[src/rtl/clkdiv_pkg.sv]
// Package: shared constants for the power-of-two clock divider.
// Assumes an 8-bit offset space per channel window.
package clkdiv_pkg;
    localparam logic [7:0] OFFS_CODE   = 8'h43;  // divide code register
    localparam logic [7:0] OFFS_RUN    = 8'h46;  // run-bit register
    localparam logic [7:0] OFFS_STATUS = 8'h08;  // read-only status
    localparam int         RUN_BIT     = 7;      // bit position of run and status flags
endpackage

[src/rtl/clkdiv_regs.sv]
// Register file: stores the divide code and run bit, and returns registered read
// data. Assumes one-cycle strobes and an offset that is valid while a strobe is high.
module clkdiv_regs #(
    parameter int           ADDR_W      = 8,
    parameter int           DATA_W      = 8,
    parameter int           CODE_W      = 3,
    parameter int           RUN_BIT     = 7,
    parameter logic [7:0]   OFFS_CODE   = 8'h43,
    parameter logic [7:0]   OFFS_RUN    = 8'h46,
    parameter logic [7:0]   OFFS_STATUS = 8'h08
) (
    input  logic              clk,
    input  logic              rst_n,
    input  logic [ADDR_W-1:0] addr,
    input  logic [DATA_W-1:0] wdata,
    input  logic              wr,
    input  logic              rd,
    input  logic              running,
    output logic [DATA_W-1:0] rdata,
    output logic [CODE_W-1:0] code_q,
    output logic              run_q
);
    logic [DATA_W-1:0] rd_val;

    // Storage for the divide code and the run bit.
    always_ff @(posedge clk) begin
        if (!rst_n) begin
            code_q <= '0;
            run_q  <= 1'b0;
        end else if (wr) begin
            if (addr == ADDR_W'(OFFS_CODE)) code_q <= wdata[CODE_W-1:0];
            if (addr == ADDR_W'(OFFS_RUN))  run_q  <= wdata[RUN_BIT];
        end
    end

    // Read multiplexer; unimplemented bits and unknown offsets give zero.
    always_comb begin
        rd_val = '0;
        if (addr == ADDR_W'(OFFS_CODE))        rd_val[CODE_W-1:0] = code_q;
        else if (addr == ADDR_W'(OFFS_RUN))    rd_val[RUN_BIT]    = run_q;
        else if (addr == ADDR_W'(OFFS_STATUS)) rd_val[RUN_BIT]    = running;
    end

    // Read data register, updated only on a read strobe.
    always_ff @(posedge clk) begin
        if (!rst_n)  rdata <= '0;
        else if (rd) rdata <= rd_val;
    end


    rdata_hold_chk: assert property (@(posedge clk) disable iff (!rst_n)
        !rd |=> $stable(rdata));


    stray_write_chk: assert property (@(posedge clk) disable iff (!rst_n)
        (wr && addr != ADDR_W'(OFFS_CODE) && addr != ADDR_W'(OFFS_RUN))
        |=> ($stable(code_q) && $stable(run_q)));
endmodule

[src/rtl/clkdiv_core.sv]
// Sequencer and half-period counter. Captures the ratio when the output starts
// from the stopped state and stops only at the end of a low phase. Assumes the
// code is 0..2^CODE_W-1, with codes below 2 meaning the undivided mode.
module clkdiv_core #(
    parameter int CODE_W = 3
) (
    input  logic              clk,
    input  logic              rst_n,
    input  logic              run_req,
    input  logic [CODE_W-1:0] code_req,
    output logic              running,
    output logic              bypass,
    output logic              lvl
);
    localparam int MAX_SHIFT = (1 << CODE_W) - 3;            // log2 of the largest half period
    localparam int CNT_W     = (MAX_SHIFT < 1) ? 1 : MAX_SHIFT;

    logic [CODE_W-1:0] act_code;
    logic [CNT_W-1:0]  half_cnt;
    logic [CNT_W-1:0]  half_m1;

    // Last count of a half period for the captured code.
    always_comb begin
        half_m1 = '0;
        if (act_code >= CODE_W'(2))
            half_m1 = CNT_W'((32'd1 << (32'(act_code) - 32'd2)) - 32'd1);
    end

    assign bypass = (act_code < CODE_W'(2));

    // Start, run and stop sequencing with whole-phase gating.
    always_ff @(posedge clk) begin
        if (!rst_n) begin
            running  <= 1'b0;
            act_code <= '0;
            half_cnt <= '0;
            lvl      <= 1'b0;
        end else if (!running) begin
            half_cnt <= '0;
            if (run_req) begin
                running  <= 1'b1;
                act_code <= code_req;
                lvl      <= (code_req >= CODE_W'(2));
            end
        end else if (bypass) begin
            if (!run_req) running <= 1'b0;
        end else if (half_cnt != half_m1) begin
            half_cnt <= half_cnt + 1'b1;
        end else begin
            half_cnt <= '0;
            if (lvl)          lvl     <= 1'b0;
            else if (!run_req) running <= 1'b0;
            else              lvl     <= 1'b1;
        end
    end


    start_chk: assert property (@(posedge clk) disable iff (!rst_n)
        (!running && run_req) |=> (running && act_code == $past(code_req)));


    stop_low_chk: assert property (@(posedge clk) disable iff (!rst_n)
        $fell(running) |-> !$past(lvl));


    ratio_hold_chk: assert property (@(posedge clk) disable iff (!rst_n)
        (running && $past(running)) |-> $stable(act_code));


    phase_len_chk: assert property (@(posedge clk) disable iff (!rst_n)
        (running && !bypass && half_cnt != half_m1) |=> $stable(lvl));
endmodule

[src/rtl/clkdiv_gate.sv]
// Output stage: a falling-edge enable flop gates the raw reference clock in the
// undivided mode, and the divided level is OR-ed in. Assumes lvl stays low while
// the undivided mode is active.
module clkdiv_gate (
    input  logic clk,
    input  logic rst_n,
    input  logic running,
    input  logic bypass,
    input  logic lvl,
    output logic clk_out
);
    logic gate_q;

    // Enable for the undivided path, changed only while the clock is low.
    always_ff @(negedge clk) begin
        if (!rst_n) gate_q <= 1'b0;
        else        gate_q <= running & bypass;
    end

    assign clk_out = (clk & gate_q) | lvl;


    gate_mode_chk: assert property (@(posedge clk) disable iff (!rst_n)
        gate_q |-> (bypass && !lvl));
endmodule

[src/rtl/pow2_clock_divider.sv]
// Top: one divided-clock channel with its byte register port. Assumes the
// enclosing wrapper has already decoded the channel window, so only the low
// offset byte arrives here.
module pow2_clock_divider
    import clkdiv_pkg::*;
#(
    parameter int ADDR_W = 8,
    parameter int DATA_W = 8,
    parameter int CODE_W = 3
) (
    input  logic              clk_ref,
    input  logic              rst_n,
    input  logic [ADDR_W-1:0] reg_addr,
    input  logic [DATA_W-1:0] reg_wdata,
    input  logic              reg_wr,
    input  logic              reg_rd,
    output logic [DATA_W-1:0] reg_rdata,
    output logic              clk_div_out
);
    logic [CODE_W-1:0] code_q;
    logic              run_q;
    logic              running;
    logic              bypass;
    logic              lvl;

    clkdiv_regs #(
        .ADDR_W(ADDR_W), .DATA_W(DATA_W), .CODE_W(CODE_W), .RUN_BIT(RUN_BIT),
        .OFFS_CODE(OFFS_CODE), .OFFS_RUN(OFFS_RUN), .OFFS_STATUS(OFFS_STATUS)
    ) u_regs (
        .clk(clk_ref), .rst_n(rst_n), .addr(reg_addr), .wdata(reg_wdata),
        .wr(reg_wr), .rd(reg_rd), .running(running), .rdata(reg_rdata),
        .code_q(code_q), .run_q(run_q)
    );

    clkdiv_core #(.CODE_W(CODE_W)) u_core (
        .clk(clk_ref), .rst_n(rst_n), .run_req(run_q), .code_req(code_q),
        .running(running), .bypass(bypass), .lvl(lvl)
    );

    clkdiv_gate u_gate (
        .clk(clk_ref), .rst_n(rst_n), .running(running), .bypass(bypass),
        .lvl(lvl), .clk_out(clk_div_out)
    );
endmodule

[config.mk]
export PLATFORM = sky130hd
export DESIGN_NAME = pow2_clock_divider
export DESIGN_NICKNAME = d
export VERILOG_FILES = /design/src/rtl/clkdiv_pkg.sv /design/src/rtl/clkdiv_regs.sv /design/src/rtl/clkdiv_core.sv /design/src/rtl/clkdiv_gate.sv /design/src/rtl/pow2_clock_divider.sv
export SDC_FILE = /design/constraint.sdc
export NUM_CORES = 1
export LEC_CHECK = 0
export BUFFER_PORTS_ARGS = -buffer_cell sky130_fd_sc_hd__buf_2
export CAP_MARGIN = 5
export CORE_ASPECT_RATIO = 1.1
export CORE_UTILIZATION = 55
export CTS_CLUSTER_DIAMETER = 80
export DETAILED_ROUTE_END_ITERATION = 6
export PLACE_DENSITY = 0.88
export SKIP_CTS_REPAIR_TIMING = 1
export SYNTH_ARGS = -nofsm -noshare
export SYNTH_HDL_FRONTEND = slang
export SYNTH_SLANG_ARGS = --single-unit
[constraint.sdc]
create_clock -name clk_ref -period 4.3 [get_ports clk_ref]
set_clock_uncertainty 0.2 [all_clocks]
set_input_delay 0.215 -clock clk_ref [delete_from_list [all_inputs] [get_ports clk_ref]]
set_output_delay 0.215 -clock clk_ref [all_outputs]
set_load 0.01 [all_outputs]
==> results.toml <==
[outcome]
status = "finished clean"

[synthesis]
syn_area_per_cell_um2 = 8.61
synth.area.mux_share = 0.113
synth-seq-cells = 19
seq_area_frac_synth = 0.356
synth_compound_area_frac = 0.106
syn_area_mm2 = 0.00107
synthArstFlopShare = 0
synth_fa_ha_area_frac = 0.0469
ys.flop_type = "dfxtp_1"
synth_top_family_by_area = "simple AND/OR/NAND/NOR gates"
synth-simple-area-share = 0.281
synth_xor_area_frac = 0.0328
synth_cell_types = 34
synth_edf_count = 0
syn_inst = 124
yosysWarningCount = 0

[power]
clkPwrFrac = 0.404
vdd_drop_max_mv = 0.249
comb_power_share = 0.061
swShare = 0.231
power_frac_seq = 0.534
cellLeakagePower_nw = 0.607
power_density_mw_per_mm2 = 251
power_switching_uw = 76.2
p_int_uw = 253

[timing]
setup-tns-final_ps = 0
timing.final.ws_setup_ps = 705
hold_viol = 0
maxSlewHeadroom = 0.632
setup_viol = 0
tightest_slew_ps = 552
grt_setup_unrepaired = "false"
maxSlewViolCount = 0

[drt]
dr.pass1.iters = 6
drc = 0
vias = 984
detail-route-antenna-nets = 0
routed_wl_mm = 2.28
wl_per_cell_um = 13.0
first_iter_violations = 24
viasPerCell = 5.62

[final_layout]
final_area_mm2 = 0.00132
diodes = 0
fill_cells = 143
fin_nets = 182
syn2layout_area_growth_pct = 23.2
final_cells = 175
drive_gt1_frac = 0.191

[critical_path]
cp-start-kind = "flip-flop"
critical_path.endpoint_type = "output pin"
worstSetupPathType = "flip-flop to output pin"
path_max_fanout = 1
critPathArrivalTime_ps = 3180
crit_required_ps = 3880

[grt]
grt-ovfl-total = 0
grt_pass1_vias = 900
antenna_found_initial = 0
grt_pass1_wl_mm = 3.61
grt_max_degree = 20
track_usage = 0.238

[die]
dieHeight_um = 48.2
die_area_mm2 = 0.00212
initial_core_util = 0.592
io_pins = 29
die_width_um = 44
core_area_mm2 = 0.00180
rows = 16

[placement]
globalplace.congestion = 0.852
dp.cells = 157
place_ws_ps = 724
dpl_cell_area_mm2 = 0.00115
dp_hpwl_mm = 1.58
numPortBuffers = 20

[clocking]
path_clk_slew_ps = 120
cts_tree = "built"
clock_latency_ps = 400

[run]
drv_cap = 0

[worst_hold_path]
min_path_type = "input pin to flip-flop"
critical path, cell delays in order, from the launching register on:
cell and delay [ps]:
dfxtp_1 290, a21o_1 150, buf_2 130
per-layer routing:
metal,routed length [µm],vias up,global-route usage
li1,-,490,-
met1,902,456,0.239
met2,1200,33,0.438
met3,132,5,0.0741
met4,41,0,0.152
met5,0,-,0
sequential cells by signal, indices dropped and copies added, names as in the netlist:
| name | count |
|---|---|
| u_regs.rdata | 4 |
| u_core.act_code | 3 |
| u_regs.run_q | 1 |
| u_core.lvl | 1 |
| u_regs.code_q | 3 |
| u_core.running | 1 |
| u_core.half_cnt | 5 |
| u_gate.gate_q | 1 |
logic make-up after synthesis:
group,Yosys count
xor gates and xnor gates,4
DFF,19
muxes,12
and+or+nand+nor,54
adders and majority gates,4
other,1
AOI/OAI and AO/OA,17
buffers and inverters,13
cell usage in the layout, fill, tap and decap left out, types with 2 or more instances in the layout:
cell type,instances
xor2_1,3
mux2i_1,12
nand4b_1,3
buf_2,20
conb_1,4
nor3b_1,2
nor3_1,4
clkbuf_4,6
ha_1,4
nor2_1,10
dfxtp_1,19
nand3_1,6
inv_1,5
a21oi_1,4
a31oi_1,2
o21ai_0,3
a21o_1,2
nand3b_1,2
dlygate4sd3_1,11
nand2_1,11
nor2b_1,10
layout make-up:
cell class / instances / area [µm²] / area share
clock inverter: 2 / 8.76 / 0.00666
inverter: 4 / 15.0 / 0.0114
sequential: 19 / 380 / 0.289
tap: 18 / 22.5 / 0.0171
clock buffer: 7 / 50.0 / 0.0381
timing repair buffer: 30 / 205 / 0.156
multi-input combinational: 95 / 633 / 0.481
final timing paths:
| path | to | cells past startpoint | startpoint | slack (ps) |
|---|---|---|---|---|
| max | clk_div_out | 2 | u_gate.gate_q | 710 |
| min | u_regs.rdata[2] | 5 | reg_addr[0] | 30 |
| max reg2reg | u_gate.gate_q | 3 | u_core.act_code[2] | 740 |
| min reg2reg | u_regs.rdata[2] | 2 | u_regs.rdata[2] | 310 |
cell usage after synthesis, types with 3 or more instances:
| master | instances | area [µm²] |
|---|---|---|
| inv_1 | 5 | 18.8 |
| xor2_1 | 3 | 26.3 |
| nor3_1 | 4 | 20.0 |
| nand2_1 | 11 | 41.3 |
| ha_1 | 4 | 50.1 |
| buf_4 | 4 | 30.0 |
| mux2i_1 | 12 | 120 |
| nand3_1 | 6 | 30.0 |
| o21ai_0 | 3 | 15.0 |
| dfxtp_1 | 19 | 380 |
| nand4b_1 | 3 | 26.3 |
| a21oi_1 | 4 | 20.0 |
| nor2b_1 | 10 | 62.6 |
| nor2_1 | 10 | 37.5 |
| clkbuf_1 | 3 | 11.3 |
power by group through the flow:
| stage | clock (mW) | combinational (mW) | sequential [mW] |
|---|---|---|---|
| final | 0.133 | 0.0202 | 0.176 |
| after global routing | 0.145 | 0.0224 | 0.176 |
| after CTS | 0.137 | 0.0157 | 0.176 |
| after detailed placement | 0.00293 | 0.0157 | 0.180 |
| after global placement | 0.00293 | 0.0151 | 0.180 |
| after floorplan | 0.00292 | 0.0100 | 0.180 |
metrics by stage:
stage	util	hold WS, ps	total power [mW]
2_1_floorplan	-	148	0.193
3_3_place_gp	0.641	208	0.198
3_5_place_dp	0.641	208	0.199
4_1_cts	0.669	-141	0.329
5_1_grt	0.730	87.2	0.344
6_report	0.730	31.7	0.330
No activity file was read; power rests on OpenSTA's default activity.
